### config.mk
export PLATFORM = sky130hd
export DESIGN_NAME = cpreg_scan
export DESIGN_NICKNAME = d
export VERILOG_FILES = /design/src/rtl/cpscan_pkg.sv /design/src/rtl/cpscan_shift.sv /design/src/rtl/cpscan_txn.sv /design/src/rtl/cpscan_bank.sv /design/src/rtl/cpreg_scan.sv
export SDC_FILE = /design/constraint.sdc
export NUM_CORES = 1
export LEC_CHECK = 0
export BUFFER_PORTS_ARGS = -buffer_cell sky130_fd_sc_hd__buf_4
export CORE_MARGIN = 4
export CORE_UTILIZATION = 68
export CTS_BUF_LIST = sky130_fd_sc_hd__clkbuf_4 sky130_fd_sc_hd__clkbuf_8 sky130_fd_sc_hd__clkbuf_16
export CTS_CLUSTER_DIAMETER = 120
export CTS_CLUSTER_SIZE = 10
export DETAILED_ROUTE_END_ITERATION = 16
export PLACE_DENSITY = 0.94
export SYNTH_ARGS = -nofsm -noshare
export SYNTH_HDL_FRONTEND = slang
export SYNTH_SLANG_ARGS = --single-unit
### constraint.sdc
create_clock -name clk -period 5.1 [get_ports clk]
set_clock_uncertainty 0.1 [all_clocks]
set_input_delay 1.02 -clock clk [delete_from_list [all_inputs] [get_ports clk]]
set_output_delay 1.02 -clock clk [all_outputs]
set_load 0.02 [all_outputs]
### src/rtl/cpscan_pkg.sv
package cpscan_pkg;

  localparam int DATA_W  = 32;
  localparam int ADDR_W  = 14;
  localparam int CHAIN_W = DATA_W + 1 + ADDR_W + 1;
  localparam int NREG    = 7;

  // Frame in chain order: bit 0 is shifted first
  typedef struct packed {
    logic              rw;
    logic [ADDR_W-1:0] addr;
    logic              acc;
    logic [DATA_W-1:0] data;
  } frame_t;

  function automatic logic [ADDR_W-1:0] pack_addr(input int op1, input int op2,
                                                  input int crn, input int crm);
    logic [ADDR_W-1:0] a;
    a[13:11] = 3'(op1);
    a[10:8]  = 3'(op2);
    a[7:4]   = 4'(crn);
    a[3:0]   = 4'(crm);
    return a;
  endfunction

  localparam int IDX_CTRL = 0;
  localparam int IDX_TTB  = 1;
  localparam int IDX_DFS  = 2;
  localparam int IDX_IFS  = 3;
  localparam int IDX_FAR  = 4;
  localparam int IDX_OVR  = 5;
  localparam int IDX_CDBG = 6;

  function automatic logic [ADDR_W-1:0] reg_addr(input int idx);
    case (idx)
      IDX_CTRL: return pack_addr(0, 0, 1, 0);
      IDX_TTB:  return pack_addr(0, 0, 2, 0);
      IDX_DFS:  return pack_addr(0, 0, 5, 0);
      IDX_IFS:  return pack_addr(0, 1, 5, 0);
      IDX_FAR:  return pack_addr(0, 0, 6, 0);
      IDX_OVR:  return pack_addr(0, 0, 15, 0);
      default:  return pack_addr(7, 0, 15, 0);
    endcase
  endfunction

endpackage

### src/rtl/cpscan_shift.sv
module cpscan_shift #(
  parameter int W = 48
) (
  input  logic         clk,
  input  logic         rst,
  input  logic         cap,
  input  logic         shift,
  input  logic [W-1:0] cap_val,
  input  logic         tdi,
  output logic         tdo,
  output logic [W-1:0] sr_o
);

  logic [W-1:0] sr;

  always_ff @(posedge clk) begin
    if (rst)        sr <= '0;
    else if (cap)   sr <= cap_val;
    else if (shift) sr <= {tdi, sr[W-1:1]};
  end

  assign tdo  = sr[0];
  assign sr_o = sr;

  // a shift moves every bit one place toward the output
  p_shift_moves_r1: assert property (@(posedge clk) disable iff (rst)
    shift && !cap |=> sr[W-2:0] == $past(sr[W-1:1]) && sr[W-1] == $past(tdi));

  // a capture loads the presented frame
  p_capture_loads_r1: assert property (@(posedge clk) disable iff (rst)
    cap |=> sr == $past(cap_val));

endmodule

### src/rtl/cpscan_txn.sv
module cpscan_txn
  import cpscan_pkg::*;
#(
  parameter int LATENCY = 3
) (
  input  logic              clk,
  input  logic              rst,
  input  logic              upd,
  input  frame_t            frame,
  input  logic [DATA_W-1:0] rd_val,
  output logic              wr_en,
  output logic [ADDR_W-1:0] acc_addr,
  output logic [DATA_W-1:0] wr_data,
  output logic              ready,
  output logic              busy,
  output logic [DATA_W-1:0] rdata
);

  localparam int CW = (LATENCY > 1) ? $clog2(LATENCY) : 1;
  localparam int KW = $clog2(LATENCY + 1) + 1;

  logic [CW-1:0]     cnt;
  logic              rw_q;
  logic [ADDR_W-1:0] addr_q;
  logic [DATA_W-1:0] data_q;
  logic              start;
  logic              finish;

  assign start  = upd && frame.acc && !busy;
  assign finish = busy && (cnt == '0);

  always_ff @(posedge clk) begin
    if (rst) begin
      busy   <= 1'b0;
      ready  <= 1'b0;
      cnt    <= '0;
      rw_q   <= 1'b0;
      addr_q <= '0;
      data_q <= '0;
      rdata  <= '0;
    end else if (start) begin
      busy   <= 1'b1;
      ready  <= 1'b0;
      cnt    <= CW'(LATENCY - 1);
      rw_q   <= frame.rw;
      addr_q <= frame.addr;
      data_q <= frame.data;
      rdata  <= '0;
    end else if (finish) begin
      busy  <= 1'b0;
      ready <= 1'b1;
      if (!rw_q) rdata <= rd_val;
    end else if (busy) begin
      cnt <= cnt - 1'b1;
    end
  end

  assign wr_en    = finish && rw_q;
  assign acc_addr = addr_q;
  assign wr_data  = data_q;

  // Checker-side cycle counter for the completion window
  logic [KW-1:0] lat_k;
  always_ff @(posedge clk) begin
    if (rst)        lat_k <= '0;
    else if (start) lat_k <= '0;
    else if (busy)  lat_k <= lat_k + 1'b1;
  end

  // completion flag rises exactly LATENCY clocks after the start
  p_latency_r4: assert property (@(posedge clk) disable iff (rst)
    $rose(ready) |-> lat_k == KW'(LATENCY));

  // an accepted request enters the busy state with the flag cleared
  p_start_r3: assert property (@(posedge clk) disable iff (rst)
    upd && frame.acc && !busy |=> busy && !ready);

  // updates while busy leave the latched request untouched
  p_ignore_busy_r7: assert property (@(posedge clk) disable iff (rst)
    busy && upd && !finish |=> $stable(addr_q) && $stable(rw_q) && $stable(data_q) && busy);

  // an update without the access flag when idle changes nothing
  p_noop_idle_r6: assert property (@(posedge clk) disable iff (rst)
    !busy && upd && !frame.acc |=> !busy && $stable(ready) && $stable(rdata));

endmodule

### src/rtl/cpscan_bank.sv
module cpscan_bank
  import cpscan_pkg::*;
(
  input  logic              clk,
  input  logic              rst,
  input  logic              we,
  input  logic [ADDR_W-1:0] addr,
  input  logic [DATA_W-1:0] wdata,
  output logic [DATA_W-1:0] rdata,
  output logic [DATA_W-1:0] ctrl_o,
  output logic [DATA_W-1:0] ovr_o,
  output logic [DATA_W-1:0] cdbg_o
);

  logic [NREG-1:0][DATA_W-1:0] regs;
  logic                        hit;

  for (genvar g = 0; g < NREG; g++) begin : g_reg
    localparam logic [ADDR_W-1:0] MY_ADDR = reg_addr(g);
    always_ff @(posedge clk) begin
      if (rst)                         regs[g] <= '0;
      else if (we && addr == MY_ADDR)  regs[g] <= wdata;
    end
  end

  always_comb begin
    rdata = '0;
    hit   = 1'b0;
    for (int i = 0; i < NREG; i++) begin
      if (addr == reg_addr(i)) begin
        rdata = regs[i];
        hit   = 1'b1;
      end
    end
  end

  assign ctrl_o = regs[IDX_CTRL];
  assign ovr_o  = regs[IDX_OVR];
  assign cdbg_o = regs[IDX_CDBG];

  // a write to an unmapped address changes no register
  p_unmapped_drop_r8: assert property (@(posedge clk) disable iff (rst)
    we && !hit |=> $stable(regs));

  // unmapped reads return zero
  p_unmapped_zero_r8: assert property (@(posedge clk) disable iff (rst)
    !hit |-> rdata == '0);

endmodule

### src/rtl/cpreg_scan.sv
module cpreg_scan
  import cpscan_pkg::*;
#(
  parameter int LATENCY = 3
) (
  input  logic       clk,
  input  logic       rst,
  input  logic       cap_i,
  input  logic       shift_i,
  input  logic       upd_i,
  input  logic       tdi_i,
  output logic       tdo_o,
  output logic       mmu_en_o,
  output logic       dcache_en_o,
  output logic       icache_en_o,
  output logic [2:0] cdbg_ctl_o,
  output logic       test_clean_o
);

  logic [CHAIN_W-1:0] sr;
  frame_t             cap_frame;
  logic               ready, busy, wr_en;
  logic [ADDR_W-1:0]  acc_addr;
  logic [DATA_W-1:0]  wr_data, rd_val, rdata;
  logic [DATA_W-1:0]  ctrl, ovr, cdbg;

  always_comb begin
    cap_frame      = '0;
    cap_frame.acc  = ready;
    cap_frame.data = rdata;
  end

  cpscan_shift #(.W(CHAIN_W)) u_shift (
    .clk     (clk),
    .rst     (rst),
    .cap     (cap_i),
    .shift   (shift_i),
    .cap_val (cap_frame),
    .tdi     (tdi_i),
    .tdo     (tdo_o),
    .sr_o    (sr)
  );

  cpscan_txn #(.LATENCY(LATENCY)) u_txn (
    .clk      (clk),
    .rst      (rst),
    .upd      (upd_i),
    .frame    (frame_t'(sr)),
    .rd_val   (rd_val),
    .wr_en    (wr_en),
    .acc_addr (acc_addr),
    .wr_data  (wr_data),
    .ready    (ready),
    .busy     (busy),
    .rdata    (rdata)
  );

  cpscan_bank u_bank (
    .clk    (clk),
    .rst    (rst),
    .we     (wr_en),
    .addr   (acc_addr),
    .wdata  (wr_data),
    .rdata  (rd_val),
    .ctrl_o (ctrl),
    .ovr_o  (ovr),
    .cdbg_o (cdbg)
  );

  assign mmu_en_o     = ctrl[0];
  assign dcache_en_o  = ctrl[2];
  assign icache_en_o  = ctrl[12];
  assign cdbg_ctl_o   = cdbg[2:0];
  assign test_clean_o = ovr[19];

  // data captured while busy is zero
  p_busy_data_zero_r5: assert property (@(posedge clk) disable iff (rst)
    busy |-> rdata == '0);

  // reset leaves the block idle with the flag clear
  p_reset_idle_r11: assert property (@(posedge clk)
    rst |=> !busy && !ready && sr == '0);

endmodule

Word level (Yosys, flattened, before mapping)
Cells that the tools add are included.
- input bits: 6
- bits in registers: 355
- word-level logic and storage cells: 63
- reduce and logical (&&, ||, !) cells: 21
- bitwise operators: 2
- equality and inequality tests: 8
- add/subtract/negate cells: 1
- multiplexer cells: 14
- operator list (operator ; number):
    $mux 32 ; 7
    $mux 33 ; 2
    $eq 14x7->1 const B ; 2
    $eq 14x14->1 const B ; 1
    $eq 14x5->1 const B ; 1
    $eq 14x6->1 const B ; 1
    $eq 14x8->1 const B ; 1
    $eq 14x9->1 const B ; 1
    $logic_and 1x1->1 ; 11
    $mux 2 ; 3
    $reduce_and 2->1 ; 3
    $reduce_bool 2->1 ; 3
    $reduce_or 2->1 ; 2
    $logic_not 2->1 ; 1
    $mux 1 ; 2
    $ne 2x1->1 const B ; 1
    $not 1->1 ; 2
    $sub 2x1->2 const B ; 1
    $logic_not 1->1 ; 1

Logic depth before layout (Yosys ltp)
Gate-level depths: netlist (run 1).
- depth in word-level cells: 8
- depth in mapped cells: 9

Modules after synthesis
A second synthesis (run 1) with hierarchy kept.
- cell total of the unflattened synthesis: 2100
- area total of the unflattened synthesis: 17082.6 µm²
- modules (own cells, without submodules) (module ; area an instance (µm²) ; instances ; seq. area each (µm²) ; cells each):
    cpscan_bank ; 11780.0 ; 1 ; 4484.3 ; 1520
    cpscan_txn ; 3039.2 ; 1 ; 1661.6 ; 364
    cpscan_shift ; 2259.7 ; 1 ; 960.9 ; 215
    cpreg_scan ; 3.8 ; 1 ; 0.0 ; 1

Least setup slack after synthesis (run 1)
OpenSTA, ideal clock, no wires.
- path type: input to register
- from: input shift_i
- to: register u_shift.sr[27], in the netlist u_shift.sr_o[27]
- setup slack: 2.406 ns
- cell stages on the path: 7
- data required time: 4.872 ns
- buffers on the path: 3
- arrival: 2.466 ns
- library setup time: 0.128 ns
- cells stage by stage: clkbuf_1 -> buf_1 -> buf_1 -> mux2i_1 -> nor2_1 -> a21oi_1 -> nor2_1
- longest elaborated chain between the ends: 1
- ends and longest elaborated chain (what ; line ; text):
    start: declaration ; cpreg_scan.sv:9 ; input logic shift_i,
    $reduce_bool 2->1 (no source line) ; - ;
    end signal: assignment ; cpscan_shift.sv:18 ; else if (cap) sr <= cap_val;
    end signal: assignment ; cpscan_shift.sv:19 ; else if (shift) sr <= {tdi, sr[W-1:1]};
    end: declaration ; cpscan_shift.sv:14 ; logic [W-1:0] sr;
Every way passes these cells.
A chain may end at the register's enable or synchronous reset.

Worst setup path in the final report (run 1)
- from: register u_txn.addr_q[5], in the netlist u_txn.acc_addr[5]
- to: register u_bank.regs[159] in the netlist's numbering
- longest elaborated chain between the ends: 2
- ends and longest elaborated chain (what ; line ; text):
    start: declaration ; cpscan_txn.sv:24 ; logic [ADDR_W-1:0] addr_q;
    start signal: assignment ; cpscan_txn.sv:46 ; addr_q <= frame.addr;
    $eq 14x7->1 ; cpscan_bank.sv:22 ; else if (we && addr == MY_ADDR) regs[g] <= wdata;
    $logic_and 1x1->1 ; cpscan_bank.sv:22 ;
    end signal: indexed assignment ; cpscan_bank.sv:22 ;
    end: declaration ; cpscan_bank.sv:15 ; logic [NREG-1:0][DATA_W-1:0] regs;
Every way passes these cells.

==> qor.yml, run 1 <==
synthesis:
  synth_top_cell_by_area: "dfxtp_1"
  yosysSeqAreaShare_pct: 45.3
  ys_warn_count: 0
  synth_commonest_cells: "nand2_1, a21oi_1, dfxtp_1"
  syn_area_um2: 15700
  netlist_instances: 2084
  yosysMostFrequentCell: "nand2_1"
  syn_area_per_cell_um2: 7.53
  synth_enable_flop_cells: 0
  synth_nets: 2091
  synth_area_leaders: "dfxtp_1, nand2_1, a21oi_1, clkbuf_1, mux2i_1"
  synth_seq_cells: 355
  async_flop_share_pct: 0
  ys.flop_type: "dfxtp_1"
  synth.top_cell.area_share_pct: 45.3
  yosysUniqueCellTypes: 55
timing:
  clock.fmax_ghz: 0.308
  rsz0062_at_grt: "false"
  period_needed_ps: 3240
  tightest_slew_ps: 1170
  layout_worst_path_cycle_share_pct: 63.6
  setup_viol: 0
  hold_viol_final: 0
  slew_viol_final: 0
  whs_ps: 347
  slew_headroom_pct: 21.7
  fin_setup_tns_ps: 0
clock_network:
  htree_levels: 2
  tritoncts: "built"
  clock_path_buffers: 3
  numCtsBuffers: 41
  cts_resized: 0
  post_cts_buffers: 0
  clkSinkCount: 355
  root_buffer: "clkbuf_16"
  hold_buffers: 0
  clk_pin_slew_ps: 60
  clock_latency_ps: 530
route:
  vias: 15500
  drc: 0
  drt_iter0_markers: 2261
  drt-wirelength-per-cell_um: 21.9
  routed_wl_mm: 49.3
  ant_nets: 0
  via_per_inst: 6.91
  drt_pass1_iterations: 7
outcome:
  status: "finished clean"
final_layout:
  drive_gt1_share_pct: 6.32
  nets: 1967
  syn_to_final_growth_pct: 6.41
  final_util_pct: 73.7
  diodes: 0
power:
  p_leak_nw: 5.38
  switching_share_pct: 21.1
  intPower_mw: 4.27
  peakVddDrop_mv: 0.220
  power_switching_mw: 1.14
  p_clk_share_pct: 47.1
  pwr-share-seq_pct: 51.3
  comb_power_share_pct: 1.5
  power.density_nw_per_um2: 324
global_route:
  grt_pass1_wl_mm: 77.6
  grt_max_degree: 109
  overflow: 0
  grt_usage_pct: 37.2
  first_global_vias: 14900
  antenna_found_initial: 0
die:
  core-area_um2: 22600
  die_x_um: 160
  die_area_um2: 25600
  start_util_pct: 69.3
  rows: 55
  die_h_um: 160
  ios: 14
hold_path:
  hold_path.class: "reg2reg"
setup_path:
  end_kind: "flop"
  required_ps: 5450
  crit_path_max_fanout: 28
  critPathKind: "reg2reg"
  arrival_ps: 3590
  startpoint_type: "flop"
placed_design:
  place_congestion: 0.944
  portBuffers: 13
  dp_hpwl_mm: 28.3
job:
  drv_cap: 0
==> registers in the layout, summed over array words and instances (netlist names) <==
register and count:
u_shift.sr_o 48, u_txn.ready 1, u_bank.regs 128, u_txn.cnt 2, u_txn.busy 1, u_bank.cdbg_o 32, u_txn.acc_addr 14, u_bank.ovr_o 32
u_txn.rdata 32, u_bank.ctrl_o 32, u_txn.wr_data 32, u_txn.rw_q 1
==> cell usage in the layout, fill, tap and decap left out, types with 2 or more instances in the layout <==
cell       synthesis  layout
or3_1              4       4
nor3_2             2       5
o211ai_1          20      20
or4_1              2       2
or2_2              3       3
o22ai_1            2       2
a2111oi_0         19      19
a221oi_1          19      19
nor3_1            10       7
o221ai_1          11      11
inv_1              5       5
nor4bb_1          19      19
a31oi_1           10      10
nand2_1          606     606
nor4_2             2       3
nand3_1            8       8
o31ai_1           20      20
nor2b_1           14      13
a21oi_1          379     379
nand3b_1           2       2
o21ai_1            7       7
and3_1             4       4
a22o_1            10      10
nor4_4             2       4
buf_4              9      56
nand4_1           45      45
dfxtp_1          355     354
o21ai_0           69      69
a2bb2oi_1         12      12
clkbuf_16          0      43
nand2b_1          22      22
mux2i_1           48      48
and2_1            12      13
nor2_1            95      94
==> worst paths after layout <==
check | start | to | slack [ps] | cells past startpoint
setup / recovery | u_txn.acc_addr[5] | u_bank.regs[159] | 1860 | 6
hold / removal | u_bank.cdbg_o[21] | u_bank.cdbg_o[21] | 350 | 2
setup reg to reg | u_txn.acc_addr[5] | u_bank.regs[159] | 1860 | 6
hold reg to reg | u_bank.cdbg_o[21] | u_bank.cdbg_o[21] | 350 | 2
==> cell type report <==
cell class	instances	area (um2)
Clock buffer	43	1080
Clock inverter	2	16.3
Fill cell	1605	5950
Inverter	5	18.8
Multi-Input combinational cell	1500	7680
Sequential cell	355	7110
Tap cell	285	357
Timing Repair Buffer	57	435
==> worst max-delay path: stages, from the launching register on <==
cell      delay [ps]
dfxtp_1          810
nand2b_1         250
or2_1            360
nor4_4           770
buf_4            540
nand2_1          120
a21oi_1          200
==> metrics by stage <==
step | worst slack (ps) | instance area [um2] | power, mW | std cells
2_1_floorplan | 2410 | 15700 | 2.90 | 2084
3_3_place_gp | 2010 | 15600 | 2.91 | 2202
3_5_place_dp | 2010 | 15600 | 2.91 | 2202
4_1_cts | 2050 | 16700 | 5.40 | 2247
5_1_grt | 1780 | 16700 | 5.52 | 2247
6_report | 1860 | 16700 | 5.41 | 2247
==> kinds of logic after synthesis <==
| logic type | Yosys count | synth area share, % |
|---|---|---|
| flip-flops | 355 | 45.3 |
| XOR/XNOR | 1 | 0.0559 |
| AND/OR/NAND/NOR | 864 | 24.1 |
| buffers and inverters | 229 | 6.13 |
| adder cells (fa/ha/maj) | 1 | 0.0798 |
| multiplexers | 48 | 3.06 |
| AO/OA/AOI/OAI | 586 | 21.3 |
==> metal layers <==
layer | up-vias | GRT usage (%) | share of wire (%)
met2 | 1219 | 57.2 | 43
met1 | 7162 | 48.0 | 37
li1 | 6827 | - | -
met5 | - | 0 | 0
met3 | 310 | 9.11 | 13
met4 | 0 | 21.3 | 6.4
==> power by group through the flow <==
| stage | sequential [mW] | clock (mW) | combinational (mW) |
|---|---|---|---|
| global route | 2.77 | 2.66 | 0.0862 |
| global placement | 2.83 | 0 | 0.0790 |
| detailed placement | 2.83 | 0 | 0.0797 |
| finish | 2.78 | 2.55 | 0.0831 |
| floorplan | 2.83 | 0 | 0.0613 |
| CTS | 2.78 | 2.54 | 0.0795 |
Power figures use the tool's default switching activity.
==> inputs of run 2 (changes only) <==
--- a/config.mk
+++ b/config.mk
@@ -5,14 +5,15 @@
 export SDC_FILE = /design/constraint.sdc
 export NUM_CORES = 1
 export LEC_CHECK = 0
+export ABC_AREA = 1
 export BUFFER_PORTS_ARGS = -buffer_cell sky130_fd_sc_hd__buf_4
 export CORE_MARGIN = 4
-export CORE_UTILIZATION = 68
+export CORE_UTILIZATION = 63
 export CTS_BUF_LIST = sky130_fd_sc_hd__clkbuf_4 sky130_fd_sc_hd__clkbuf_8 sky130_fd_sc_hd__clkbuf_16
 export CTS_CLUSTER_DIAMETER = 120
 export CTS_CLUSTER_SIZE = 10
 export DETAILED_ROUTE_END_ITERATION = 16
-export PLACE_DENSITY = 0.94
+export PLACE_DENSITY = 0.88
 export SYNTH_ARGS = -nofsm -noshare
 export SYNTH_HDL_FRONTEND = slang
 export SYNTH_SLANG_ARGS = --single-unit
==> constraint.sdc (replaced) <==
create_clock -name clk -period 3.07 [get_ports clk]
set_clock_uncertainty 0.1 [all_clocks]
set_input_delay 0.614 -clock clk [delete_from_list [all_inputs] [get_ports clk]]
set_output_delay 0.614 -clock clk [all_outputs]
set_load 0.02 [all_outputs]
==> qor.yml, run 2 <==
synthesis:
  synth_enable_flop_cells: 0
  synth_commonest_cells: "dfxtp_1, nand2_1, a21oi_1"
  synth_nets: 1955
  netlist_instances: 1948
  synth.top_cell.area_share_pct: 49.2
  ys.flop_type: "dfxtp_1"
  yosysUniqueCellTypes: 30
  synth_seq_cells: 355
  syn_area_per_cell_um2: 7.42
  yosysSeqAreaShare_pct: 49.2
  async_flop_share_pct: 0
  synth_top_cell_by_area: "dfxtp_1"
  yosysMostFrequentCell: "dfxtp_1"
  synth_area_leaders: "dfxtp_1, a21oi_1, nand2_1, o21ai_0, nand3_1"
  syn_area_um2: 14400
  ys_warn_count: 0
job:
  drv_cap: 0
setup_path:
  critPathKind: "reg2reg"
  crit_end: "u_bank.regs[83]"
  critPathTopFamily: "buffers and inverters"
  startpoint_type: "flop"
  slowest_stage: "buf_4"
  cp_cell_sequence: "or2_1 -> nor2_4 -> buf_4 -> nand2_2 -> nor2_4 -> inv_2 -> o21ai_0 -> a21oi_1"
  r2r-end: "u_bank.regs[83]"
  end_kind: "flop"
  critPathBufInv: 2
  crit_path_max_fanout: 52
  cpPeakStageDelay_ps: 390
  startpoint: "u_txn.acc_addr[8]"
  r2r_start: "u_txn.acc_addr[8]"
  crit_top_cell: "nor2_4"
  required_ps: 3340
  rrSetupSlack_ps: 490
  cp.depth: 8
  arrival_ps: 2850
  ff2ff_path_depth: 8
power:
  power_switching_mw: 2.16
  comb_power_share_pct: 4.6
  switching_share_pct: 23.0
  p_clk_share_pct: 44.9
  power.density_nw_per_um2: 598
  peakVddDrop_mv: 0.447
  p_leak_nw: 5.69
  intPower_mw: 7.22
  pwr-share-seq_pct: 50.5
final_layout:
  syn_to_final_growth_pct: 8.59
  largest_register_ffs: 128
  final_cell_count_no_fill: 2179
  layout_common_cells: "dfxtp_1, nand2_1, a21oi_1, o21ai_0, nor2_1"
  drive_gt1_share_pct: 6.71
  final_common_cell: "dfxtp_1"
  fillers: 1774
  nets: 1899
  final_util_pct: 69.5
  diodes: 0
  largest_register: "u_bank.regs"
timing:
  clock.fmax_ghz: 0.387
  slew_headroom_pct: 33.0
  worst_slack_ps: 487
  layout_worst_path_cycle_share_pct: 84.1
  fin_setup_tns_ps: 0
  rsz0062_at_grt: "false"
  hold_viol_final: 0
  slew_viol_final: 0
  tightest_slew_ps: 1000
  setup_viol: 0
  period_needed_ps: 2580
route:
  ant_nets: 0
  routed_wl_mm: 40.0
  vias: 13600
  via_per_inst: 6.25
  drt_pass1_iterations: 6
  drt_iter0_markers: 1786
  drc: 0
  drt-wirelength-per-cell_um: 18.4
die:
  die_x_um: 159
  ios: 14
  core-area_um2: 22600
  rows: 55
  die_h_um: 159
  start_util_pct: 64.0
  die_area_um2: 25400
placed_design:
  place_congestion: 0.863
  dp_hpwl_mm: 22.4
  placedCellCount: 2134
  dp_slack_ps: 638
  portBuffers: 13
clock_network:
  htree_levels: 2
  cts_resized: 0
  clkSinkCount: 355
  tritoncts: "built"
  clock_latency_ps: 530
  numCtsBuffers: 41
  post_cts_buffers: 0
  clock_path_buffers: 3
  root_buffer: "clkbuf_16"
  hold_buffers: 0
  clk_pin_slew_ps: 50
outcome:
  status: "finished clean"
global_route:
  first_global_vias: 13200
  overflow: 0
  grt_max_degree: 115
  antenna_found_initial: 0
  grt_pass1_wl_mm: 64.7
  grt_usage_pct: 30.4
hold_path:
  hold_depth: 3
  hold_path.class: "in2reg"
-- run 2: cell count changes after synthesis, sizes merged, moves of 109 or more --
cell / before / now
nor2: 96 / 205
o21ai: 76 / 217
nand2: 606 / 303
a21oi: 379 / 257
inv: 5 / 179
nand3: 8 / 151
-- run 2: through the flow --
step	hold slack (ps)	area (um2)	total power, mW
finish	255	15700	9.38
global route	263	15700	9.63
CTS	244	15700	9.38
detailed placement	340	14600	5.25
global placement	332	14600	5.24
floorplan	324	14400	5.13
-- run 2: cell type report --
class	count	area, um2	share of cell area [%]
clock inverter	2	16.3	0.104
inverter	180	678	4.32
clock buffer	43	1080	6.86
tap	285	357	2.27
multi-input combinational	1258	6000	38.2
sequential	355	7110	45.3
timing repair buffer	56	458	2.92
-- run 2: worst min-delay path by stage --
stage	slack, ps	startpoint	end
detailed placement	340	u_bank.ctrl_o[20]	u_bank.ctrl_o[20]
global route	260	tdi_i	u_shift.sr_o[47]
global placement	330	u_bank.ctrl_o[18]	u_bank.ctrl_o[18]
finish	250	tdi_i	u_shift.sr_o[47]
floorplan	320	u_bank.ctrl_o[11]	u_bank.ctrl_o[11]
CTS	240	tdi_i	u_shift.sr_o[47]
-- run 2: tightest hold or removal path, stage by stage --
cell and delay [ps]:
buf_4 110, nand2_1 50, a21oi_1 50
-- run 2: power by group through the flow --
stage,combinational [mW],sequential (mW),clock [mW]
3_5_place_dp,0.420,4.83,0
3_3_place_gp,0.412,4.83,0
2_1_floorplan,0.317,4.81,0
5_1_grt,0.467,4.74,4.42
6_report,0.436,4.74,4.21
4_1_cts,0.424,4.73,4.22
-- run 2: cells by family after synthesis --
| logic type | after synthesis | synth area share (%) |
|---|---|---|
| flops | 355 | 49.2 |
| simple gates | 704 | 20.7 |
| compound gates | 553 | 20.6 |
| buf+inv | 335 | 9.42 |
| fa+ha+maj | 1 | 0.0866 |
-- run 2: metal layers --
metal | vias to the layer above | track usage (%) | part of all wire, %
li1 | 6346 | - | -
met1 | 6310 | 39.4 | 38
met2 | 802 | 49.7 | 47
met3 | 171 | 4.89 | 11
met4 | 0 | 15.1 | 4.2
met5 | - | 0 | 0
